## src/rtl/wkf_pkg.sv

```systemverilog
package wkf_pkg;
  localparam int MIN_OFF    = 12;
  localparam int CMD_EN_BIT = 0;
  localparam int CMD_MC_BIT = 3;
  localparam logic [15:0] CRC_POLY = 16'h8005;
  localparam logic [15:0] CRC_INIT = 16'hFFFF;

  typedef enum logic [1:0] {
    REG_MASK = 2'd0,
    REG_CMD  = 2'd1,
    REG_OFF  = 2'd2,
    REG_CRC  = 2'd3
  } reg_sel_e;

  // one byte, LSB first
  function automatic logic [15:0] crc16_byte(input logic [15:0] c, input logic [7:0] d);
    logic [15:0] r;
    r = c;
    for (int i = 0; i < 8; i++) begin
      if (r[15] ^ d[i]) r = {r[14:0], 1'b0} ^ CRC_POLY;
      else              r = {r[14:0], 1'b0};
    end
    return r;
  endfunction
endpackage

```

## src/rtl/wkf_regs.sv

```systemverilog
module wkf_regs
  import wkf_pkg::*;
#(
  parameter int DATA_W = 32,
  parameter int WIN_LEN = 31,
  parameter int OFF_W = 8,
  parameter int CRC_W = 16
) (
  input  logic               clk_i,
  input  logic               rst_ni,
  input  logic               wr_en_i,
  input  logic [1:0]         wr_addr_i,
  input  logic [DATA_W-1:0]  wr_data_i,
  input  logic [1:0]         rd_addr_i,
  output logic [DATA_W-1:0]  rd_data_o,
  output logic [WIN_LEN-1:0] mask_o,
  output logic               en_o,
  output logic               mc_sel_o,
  output logic [OFF_W-1:0]   off_o,
  output logic [CRC_W-1:0]   crc_o
);
  logic [WIN_LEN-1:0] mask_q;
  logic               en_q, mc_q;
  logic [OFF_W-1:0]   off_q;
  logic [CRC_W-1:0]   crc_q;

  always_ff @(posedge clk_i or negedge rst_ni) begin
    if (!rst_ni) begin
      mask_q <= '0;
      en_q   <= 1'b0;
      mc_q   <= 1'b0;
      off_q  <= '0;
      crc_q  <= '0;
    end else if (wr_en_i) begin
      unique case (reg_sel_e'(wr_addr_i))
        REG_MASK: mask_q <= wr_data_i[WIN_LEN-1:0];
        REG_CMD: begin
          en_q <= wr_data_i[CMD_EN_BIT];
          mc_q <= wr_data_i[CMD_MC_BIT];
        end
        REG_OFF:  off_q <= wr_data_i[OFF_W-1:0];
        REG_CRC:  crc_q <= wr_data_i[CRC_W-1:0];
        default: ;
      endcase
    end
  end

  always_comb begin
    rd_data_o = '0;
    unique case (reg_sel_e'(rd_addr_i))
      REG_MASK: rd_data_o[WIN_LEN-1:0] = mask_q;
      REG_CMD: begin
        rd_data_o[CMD_EN_BIT] = en_q;
        rd_data_o[CMD_MC_BIT] = mc_q;
      end
      REG_OFF:  rd_data_o[OFF_W-1:0] = off_q;
      REG_CRC:  rd_data_o[CRC_W-1:0] = crc_q;
      default: ;
    endcase
  end

  assign mask_o   = mask_q;
  assign en_o     = en_q;
  assign mc_sel_o = mc_q;
  assign off_o    = off_q;
  assign crc_o    = crc_q;
endmodule

```

## src/rtl/wkf_window.sv

```systemverilog
module wkf_window
  import wkf_pkg::*;
#(
  parameter int WIN_LEN = 31,
  parameter int OFF_W = 8,
  localparam int IDX_W = $clog2((2 ** OFF_W) + WIN_LEN + 1),
  localparam int REL_W = $clog2(WIN_LEN)
) (
  input  logic               clk_i,
  input  logic               rst_ni,
  input  logic               valid_i,
  input  logic               sof_i,
  input  logic               eof_i,
  input  logic [7:0]         data_i,
  input  logic [WIN_LEN-1:0] mask_i,
  input  logic [OFF_W-1:0]   off_i,
  output logic               step_o,
  output logic               first_o,
  output logic [IDX_W-1:0]   idx_o,
  output logic               mc_now_o,
  output logic               frame_ok_o
);
  localparam logic [IDX_W-1:0] IDX_MAX = '1;

  logic [IDX_W-1:0]      cnt_q, idx, eff_off, rel;
  logic [2**REL_W-1:0]   mask_pad;
  logic                  in_frame_q, mc_q, in_win;

  assign idx     = sof_i ? '0 : cnt_q;
  // offsets below the address fields are clamped
  assign eff_off = (off_i < OFF_W'(MIN_OFF)) ? IDX_W'(MIN_OFF) : IDX_W'(off_i);
  assign rel     = idx - eff_off;
  assign in_win  = (idx >= eff_off) && (rel < IDX_W'(WIN_LEN));

  always_comb begin
    mask_pad = '0;
    mask_pad[WIN_LEN-1:0] = mask_i;
  end

  assign step_o     = valid_i && in_win && mask_pad[rel[REL_W-1:0]];
  assign first_o    = valid_i && sof_i;
  assign idx_o      = idx;
  assign mc_now_o   = sof_i ? data_i[0] : mc_q;
  assign frame_ok_o = sof_i || in_frame_q;

  always_ff @(posedge clk_i or negedge rst_ni) begin
    if (!rst_ni) begin
      cnt_q      <= '0;
      in_frame_q <= 1'b0;
      mc_q       <= 1'b0;
    end else if (valid_i) begin
      cnt_q <= (idx == IDX_MAX) ? idx : idx + 1'b1;
      if (eof_i)      in_frame_q <= 1'b0;
      else if (sof_i) in_frame_q <= 1'b1;
      if (sof_i) mc_q <= data_i[0];
    end
  end
endmodule

```

## src/rtl/wkf_crc16.sv

```systemverilog
module wkf_crc16
  import wkf_pkg::*;
(
  input  logic        clk_i,
  input  logic        rst_ni,
  input  logic        valid_i,
  input  logic        first_i,
  input  logic        step_i,
  input  logic [7:0]  data_i,
  output logic [15:0] crc_next_o
);
  logic [15:0] crc_q, crc_cur;

  assign crc_cur    = first_i ? CRC_INIT : crc_q;
  assign crc_next_o = step_i ? crc16_byte(crc_cur, data_i) : crc_cur;

  always_ff @(posedge clk_i or negedge rst_ni) begin
    if (!rst_ni)      crc_q <= CRC_INIT;
    else if (valid_i) crc_q <= crc_next_o;
  end
endmodule

```

## src/rtl/wkup_pattern_filter.sv

```systemverilog
module wkup_pattern_filter
  import wkf_pkg::*;
#(
  parameter int DATA_W = 32,
  parameter int WIN_LEN = 31,
  parameter int OFF_W = 8,
  localparam int CRC_W = 16,
  localparam int IDX_W = $clog2((2 ** OFF_W) + WIN_LEN + 1)
) (
  input  logic              clk_i,
  input  logic              rst_ni,
  input  logic              wr_en_i,
  input  logic [1:0]        wr_addr_i,
  input  logic [DATA_W-1:0] wr_data_i,
  input  logic [1:0]        rd_addr_i,
  output logic [DATA_W-1:0] rd_data_o,
  input  logic              rx_valid_i,
  input  logic              rx_sof_i,
  input  logic              rx_eof_i,
  input  logic [7:0]        rx_data_i,
  output logic              match_o
);
  logic [WIN_LEN-1:0] mask;
  logic               en_q, mc_sel;
  logic [OFF_W-1:0]   off;
  logic [CRC_W-1:0]   crc_exp, crc_next;
  logic               crc_step, first, mc_now, frame_ok, match_q;
  logic [IDX_W-1:0]   byte_idx;

  wkf_regs #(.DATA_W(DATA_W), .WIN_LEN(WIN_LEN), .OFF_W(OFF_W), .CRC_W(CRC_W)) u_regs (
    .clk_i, .rst_ni, .wr_en_i, .wr_addr_i, .wr_data_i, .rd_addr_i, .rd_data_o,
    .mask_o(mask), .en_o(en_q), .mc_sel_o(mc_sel), .off_o(off), .crc_o(crc_exp)
  );

  wkf_window #(.WIN_LEN(WIN_LEN), .OFF_W(OFF_W)) u_win (
    .clk_i, .rst_ni,
    .valid_i(rx_valid_i), .sof_i(rx_sof_i), .eof_i(rx_eof_i), .data_i(rx_data_i),
    .mask_i(mask), .off_i(off),
    .step_o(crc_step), .first_o(first), .idx_o(byte_idx),
    .mc_now_o(mc_now), .frame_ok_o(frame_ok)
  );

  wkf_crc16 u_crc (
    .clk_i, .rst_ni, .valid_i(rx_valid_i), .first_i(first), .step_i(crc_step),
    .data_i(rx_data_i), .crc_next_o(crc_next)
  );

  always_ff @(posedge clk_i or negedge rst_ni) begin
    if (!rst_ni) match_q <= 1'b0;
    else match_q <= rx_valid_i && rx_eof_i && frame_ok && en_q &&
                    (mc_now == mc_sel) && (crc_next == crc_exp);
  end

  assign match_o = match_q;
endmodule

```

## config.mk

```make
export PLATFORM = sky130hd
export DESIGN_NAME = wkup_pattern_filter
export DESIGN_NICKNAME = d
export VERILOG_FILES = /design/src/rtl/wkf_pkg.sv /design/src/rtl/wkf_regs.sv /design/src/rtl/wkf_window.sv /design/src/rtl/wkf_crc16.sv /design/src/rtl/wkup_pattern_filter.sv
export SDC_FILE = /design/constraint.sdc
export NUM_CORES = 1
export LEC_CHECK = 0
export ABC_AREA = 0
export BUFFER_PORTS_ARGS = -buffer_cell sky130_fd_sc_hd__buf_2
export CAP_MARGIN = 20
export CORE_MARGIN = 5
export CORE_UTILIZATION = 53
export DETAILED_ROUTE_END_ITERATION = 8
export PLACE_DENSITY_LB_ADDON = 0.1
export SYNTH_ARGS = -nofsm -noshare
export SYNTH_HDL_FRONTEND = slang
export SYNTH_SLANG_ARGS = --single-unit
```

## constraint.sdc

```tcl
create_clock -name clk_i -period 4.3 [get_ports clk_i]
set_input_delay 0.43 -clock clk_i [delete_from_list [all_inputs] [get_ports clk_i]]
set_output_delay 0.43 -clock clk_i [all_outputs]
set_load 0.02 [all_outputs]
```

### Word level (Yosys, flattened, before mapping)

Cells that the tools add are included.

| storage, ports and cells | value |
|---|---|
| bits in registers | 85 |
| latch bits | 0 |
| memory bits (writable) | 0 |
| memory bits (read-only) | 0 |
| output and inout bits | 33 |
| memories | 0 |

| operators by class | value |
|---|---|
| add/sub/neg operators | 2 |
| $mul | 0 |
| div/mod/pow operators | 0 |
| order comparisons | 4 |
| equal/unequal tests | 9 |
| shift-type cells | 0 |
| muxes and demuxes | 24 |
| bitwise logic cells | 16 |
| reduce and logical (&&, ||, !) cells | 18 |

Operators by type and width:

| operator | number |
|---|---|
| $mux W16 | 10 |
| $not A3 Y3 | 8 |
| $mux W9 | 2 |
| $eq A16 B16 Y1 | 1 |
| $pmux W8 S2 | 1 |
| $mux W15 | 1 |
| $pmux W4 S3 | 1 |
| $reduce_and A2 Y1 | 5 |
| $add A9 B1 Y9 const B | 1 |
| $eq A9 B9 Y1 const B | 1 |
| $ge A9 B9 Y1 | 1 |
| $logic_and A1 B1 Y1 | 9 |
| $lt A9 B5 Y1 const B | 1 |
| $sub A9 B9 Y9 | 1 |
| $eq A2 B2 Y1 const B | 4 |
| $lt A8 B4 Y1 const B | 1 |
| $mux W8 | 1 |
| $pmux W1 S4 | 2 |
| $xor A1 B1 Y1 | 8 |
| $lt A5 B6 Y1 const B | 1 |
| $pmux W2 S3 | 1 |
| $bmux W1 S5 | 1 |
| $eq A2 B1 Y1 const B | 2 |
| $logic_not A2 Y1 | 2 |
| 4 further kinds | 7 |

### Longest topological paths before layout

| logic depth | value |
|---|---|
| depth in word-level cells | 21 |
| depth in mapped cells | 19 |
| depth with buffers taken out | 16 |

### Modules after synthesis

Synthesis repeated with hierarchy kept, for this count alone.

| unflattened totals | value |
|---|---|
| cells, all modules | 512 |
| area total of the unflattened synthesis | 5441.5 um^2 |

By module, submodules not included:

| module | instances | cells an instance | area each (um^2) | sequential area each (um^2) |
|---|---|---|---|---|
| wkf_regs | 1 | 187 | 2571.2 | 1426.4 |
| wkf_window | 1 | 150 | 1336.3 | 275.3 |
| wkf_crc16 | 1 | 150 | 1311.3 | 420.4 |
| wkup_pattern_filter | 1 | 25 | 222.7 | 25.0 |

### Least setup slack after synthesis

Ideal clock, no wire load.

| timing path | value |
|---|---|
| path type | input port to flip-flop |
| from | input rx_sof_i |
| to | register match_q (netlist: match_o) |
| arrival time | 4046 ps |
| data required time | 4189 ps |
| setup slack | 143 ps |
| stages on the path | 17 |
| path buffers | 3 |
| cell sequence | clkbuf_1 nor2b_1 inv_1 ha_1 inv_1 fa_1 buf_4 buf_6 mux2_1 a22oi_1 a2111oi_1 and3b_1 nor4_2 mux2_2 a22oi_1 nand4_1 a2111oi_2 |

| on the way | value |
|---|---|
| cells in the longest elaborated chain, start to end | 21 |

Ends and longest elaborated chain:

| what | RTL line | text |
|---|---|---|
| start, declared | wkup_pattern_filter.sv:18 | `input logic rx_sof_i,` |
| $logic_and A1 B1 Y1 | wkf_window.sv:41 | `assign first_o = valid_i && sof_i;` |
| $mux W16 | wkf_crc16.sv:14 | `assign crc_cur = first_i ? CRC_INIT : crc_q;` |
| $xor A1 B1 Y1 / $not A3 Y3 (equally long branches) | - |  |
| $mux W16 | wkf_pkg.sv:20 | `if (r[15] ^ d[i]) r = {r[14:0], 1'b0} ^ CRC_POLY;` |
| $xor A1 B1 Y1 | wkf_pkg.sv:20 |  |
| $mux W16 | wkf_pkg.sv:20 |  |
| $xor A1 B1 Y1 | wkf_pkg.sv:20 |  |
| $mux W16 | wkf_pkg.sv:20 |  |
| (+5 left out) | - |  |
| $mux W16 | wkf_pkg.sv:20 |  |
| $xor A1 B1 Y1 | wkf_pkg.sv:20 |  |
| $mux W16 | wkf_pkg.sv:20 |  |
| $xor A1 B1 Y1 | wkf_pkg.sv:20 |  |
| $mux W16 | wkf_pkg.sv:20 |  |
| $mux W16 | wkf_crc16.sv:15 | `assign crc_next_o = step_i ? crc16_byte(crc_cur, data_i) : crc_cur;` |
| $eq A16 B16 Y1 | wkup_pattern_filter.sv:51 | `(mc_now == mc_sel) && (crc_next == crc_exp);` |
| $logic_and A1 B1 Y1 (*) | wkup_pattern_filter.sv:51 |  |
| end signal, assigned | wkup_pattern_filter.sv:50 | `else match_q <= rx_valid_i && rx_eof_i && frame_ok && en_q &&` |
| end, declared | wkup_pattern_filter.sv:27 | `logic crc_step, first, mc_now, frame_ok, match_q;` |

Mark *: on every way between the ends. The rest lies on a longest branch, timed or not. The select of a mux whose other input is x is not followed.
A chain may end at the register's enable or synchronous reset.

### Worst setup path after layout

| timing path | value |
|---|---|
| from | register u_regs.off_q[5] (netlist: u_regs.off_o[5]) |
| to | register match_q (netlist: match_o) |

| on the way | value |
|---|---|
| cells in the longest elaborated chain, start to end | 10 |

Ends and longest elaborated chain:

| what | RTL line | text |
|---|---|---|
| start, declared | wkf_regs.sv:24 | `logic [OFF_W-1:0] off_q;` |
| start signal, assigned | wkf_regs.sv:41 | `REG_OFF: off_q <= wr_data_i[OFF_W-1:0];` |
| $lt A8 B4 Y1 | wkf_window.sv:31 | `assign eff_off = (off_i < OFF_W'(MIN_OFF)) ? IDX_W'(MIN_OFF) : IDX_W'(off_i);` |
| $mux W8 (*) | wkf_window.sv:31 |  |
| $sub A9 B9 Y9 | wkf_window.sv:32 | `assign rel = idx - eff_off;` |
| $lt A9 B5 Y1 | wkf_window.sv:33 | `assign in_win = (idx >= eff_off) && (rel < IDX_W'(WIN_LEN));` |
| $logic_and A1 B1 Y1 | wkf_window.sv:33 |  |
| $logic_and A1 B1 Y1 | wkf_window.sv:40 | `assign step_o = valid_i && in_win && mask_pad[rel[REL_W-1:0]];` |
| $logic_and A1 B1 Y1 (*) | wkf_window.sv:40 |  |
| $mux W16 (*) | wkf_crc16.sv:15 |  |
| $eq A16 B16 Y1 (*) | wkup_pattern_filter.sv:51 |  |
| $logic_and A1 B1 Y1 (*) | wkup_pattern_filter.sv:51 |  |

Marked as above.

==> impl_metrics.yaml <==
worst_setup_path:
  required_ns: 4.56
  r2r_slack_ns: 0.06
  start_kind: "flop"
  r2r_end: "match_o"
  r2r_start: "u_regs.off_o[5]"
  crit_path_max_fanout: 5
  worstRegToRegCells: 17
  critPathCaptureType: "flop"
  endpoint: "match_o"
  critPathKind: "flop to flop"
  cp.arrival_ns: 4.49
  worstSetupStartpoint: "u_regs.off_o[5]"
floorplanning:
  initial_core_util_pct: 54.1
  io_pins: 83
  core_um2: 10800
  num_rows: 38
  fp.dieW_um: 115
  dieHeight_um: 115
  die_area_um2: 13300
grt:
  grt_max_degree: 53
  gr-total-overflow: 0
  grt_util_all_layers_pct: 24.1
  grt_pass1_vias: 5043
  grt_pass1_wl_um: 25500
  grt_antenna_before_repair: 0
power:
  leakage_nw: 2.98
  p_total_w: 0.00274
  peakVddDrop_v: 0.000279
  power.density_nw_per_um2: 398
synthesis:
  synth_flop_cell: "dfrtp_1"
  synth_top_cell_by_area: "dfrtp_1"
  syn_nets: 658
  yosysSeqAreaShare_pct: 36.6
  synth.most_common_cell: "dfrtp_1"
  synth_edf_count: 0
  yosys.area.top_type_share_pct: 29.5
  synth_cell_type_count: 69
  syn-cell-area_um2: 5860
  synth-seq-cells: 85
  synth_area_per_cell_um2: 9.90
  synth_common_cells: "69 x dfrtp_1, 57 x mux2_2, 52 x nor2_1, 30 x nand2_1, 26 x xnor2_1"
  synthCells: 592
  yosys_warnings: 0
  synthTopCellsByArea: "dfrtp_1 29%, mux2_2 11%, dfstp_2 7.2%"
  async_flop_share_pct: 100
clocking:
  ctsHtreeMaxLevel: 3
  clock_latency_ns: 0.36
  clock_path_buffers: 2
  cts_tree: "built"
  root_buffer: "clkbuf_8"
  cts_buffers: 9
  clk_pin_slew_ns: 0.09
  cts.sinks: 85
place:
  routabilityCongestion: 0.890
  port-buffer-count: 80
  place_hpwl_um: 11900
routing:
  drtAntennaViolNets: 0
  drt_iter0_markers: 408
  routed_via_density: 6.13
  vias: 5092
  wl_per_cell_um: 19.0
  drtPass1Iterations: 5
  drc: 0
  wirelength_um: 15800
timing:
  setup_viol: 0
  rsz0062_at_grt: "true"
  setup-tns-final_ns: 0
  hold_viol_final: 0
  fmax_mhz: 236
  fin_skew_ns: 0.00874
  slew_violations: 0
  worst_pin_slew_ns: 0.920
  fin_crit_ns: 4.24
  slew_headroom_pct: 38.5
  period_share_pct: 98.5
final_layout:
  n_antenna_cell: 0
  fin_nets: 752
  drive_gt1_share_pct: 33.9
  final_util_pct: 63.4
  syn2layout_area_growth_pct: 17.3
run_status:
  outcome: "complete, no violations"
min_path:
  hp-class: "input port to async pin"
run:
  maxCapViolCount: 0
registers in the layout (all words and copies together) (netlist names):
register and flops:
u_regs.mask_o 31, u_crc.crc_q 16, u_regs.crc_o 16, u_win.cnt_q 9, u_regs.off_o 8, match_o 1, u_regs.en_o 1, u_regs.mc_sel_o 1
u_win.in_frame_q 1, u_win.mc_q 1
metrics by stage:
step / hold WS (ns) / setup slack [ns] / cell area, µm² / instances
after floorplan: 0.134 / 0.143 / 5860 / 592
after global placement: 0.469 / -0.00772 / 6550 / 811
after detailed placement: 0.482 / -0.0916 / 6550 / 811
after CTS: 0.122 / 0.0180 / 6770 / 828
after global routing: 0.145 / -0.135 / 6870 / 831
final: 0.110 / 0.0639 / 6870 / 831
per-layer routing:
layer / share of wire (%) / routed length (µm) / up-vias / global-route usage (%)
li1: - / - / 2383 / -
met1: 45 / 7080 / 2490 / 33.3
met2: 46 / 7180 / 190 / 38.3
met3: 7.3 / 1150 / 29 / 4.68
met4: 2.2 / 348 / 0 / 8.14
met5: 0 / 0 / - / 0
area by class of cell:
class	instances	area (µm²)
Fill cell	914	3970
Multi-Input combinational cell	451	3560
Sequential cell	85	2150
Timing Repair Buffer	117	708
Tap cell	140	175
Clock buffer	10	128
Inverter	22	82.6
Clock inverter	6	71.3
what timing repair did:
action	4_1_cts	5_1_grt
cloned	0	0
pin swaps	1	8
setup endpoints to repair	1	1
resized for setup	4	21
buffers inserted	1	3
hold buffers	0	0
where the power goes:
| part | switching [W] | internal, W |
|---|---|---|
| registers | 0.000122 | 0.000912 |
| logic | 0.000580 | 0.000543 |
| clock network | 0.000309 | 0.000273 |
kinds of logic (layout without fill, tap and decap cells):
group                      Yosys count  after routing  share of synthesized area [%]
and+or+nand+nor                    167            167                           14.7
AOI/OAI and AO/OA                  140            140                           17.3
DFF                                 85             85                           36.6
muxes                               78             78                           15.8
buffers and inverters               56            155                           4.23
xor gates and xnor gates            49             49                           7.81
adders and majority gates           16             16                           3.54
other                                1              1                         0.0640
worst max-delay path: stages (launching register included):
cell and delay (ns):
dfrtp_1 0.39, inv_2 0.06, nand4_1 0.13, a21oi_2 0.14, buf_4 0.13, nand2b_1 0.15
fa_2 0.54, buf_6 0.18, mux2i_1 0.11, mux4_1 0.49, or3b_4 0.27, a21oi_4 0.07
buf_6 0.15, o41a_1 0.40, a2111o_1 0.31, a22oi_2 0.15, nand4_1 0.17, a2111oi_4 0.30
placed cells by master (no fill, tap or decap), types with 4 or more instances in the layout:
cell | Yosys | routed
a211oi_1 | 9 | 8
a21o_1 | 5 | 5
a21oi_1 | 25 | 24
a222oi_1 | 8 | 8
a22oi_1 | 14 | 13
a31oi_1 | 4 | 4
and2_1 | 16 | 16
buf_2 | 6 | 79
buf_4 | 2 | 33
buf_6 | 3 | 4
clkbuf_8 | 0 | 9
dfrtp_1 | 69 | 69
dfstp_2 | 16 | 16
ha_1 | 15 | 14
inv_1 | 22 | 18
inv_2 | 0 | 4
mux2_2 | 57 | 57
mux2i_1 | 15 | 13
nand2_1 | 30 | 30
nand2b_1 | 7 | 7
nand3_1 | 14 | 14
nand4_1 | 10 | 10
nor2_1 | 52 | 52
nor2b_1 | 11 | 11
nor3_1 | 9 | 9
o2111ai_1 | 5 | 5
o211ai_1 | 8 | 8
o21ai_0 | 22 | 21
o41ai_1 | 8 | 7
xnor2_1 | 26 | 26
xor2_1 | 20 | 20
how the worst min path moves through the flow:
stage                           to  slack [ns]  cells after the start
floorplan                  match_o        0.13                      0
global placement    u_win.cnt_q[8]        0.47                      2
detailed placement  u_win.cnt_q[0]        0.48                      2
CTS                 u_win.cnt_q[2]        0.12                      1
global route        u_win.cnt_q[4]        0.14                      1
finish              u_win.cnt_q[4]        0.11                      1
No activity file was read; power rests on OpenSTA's default activity.
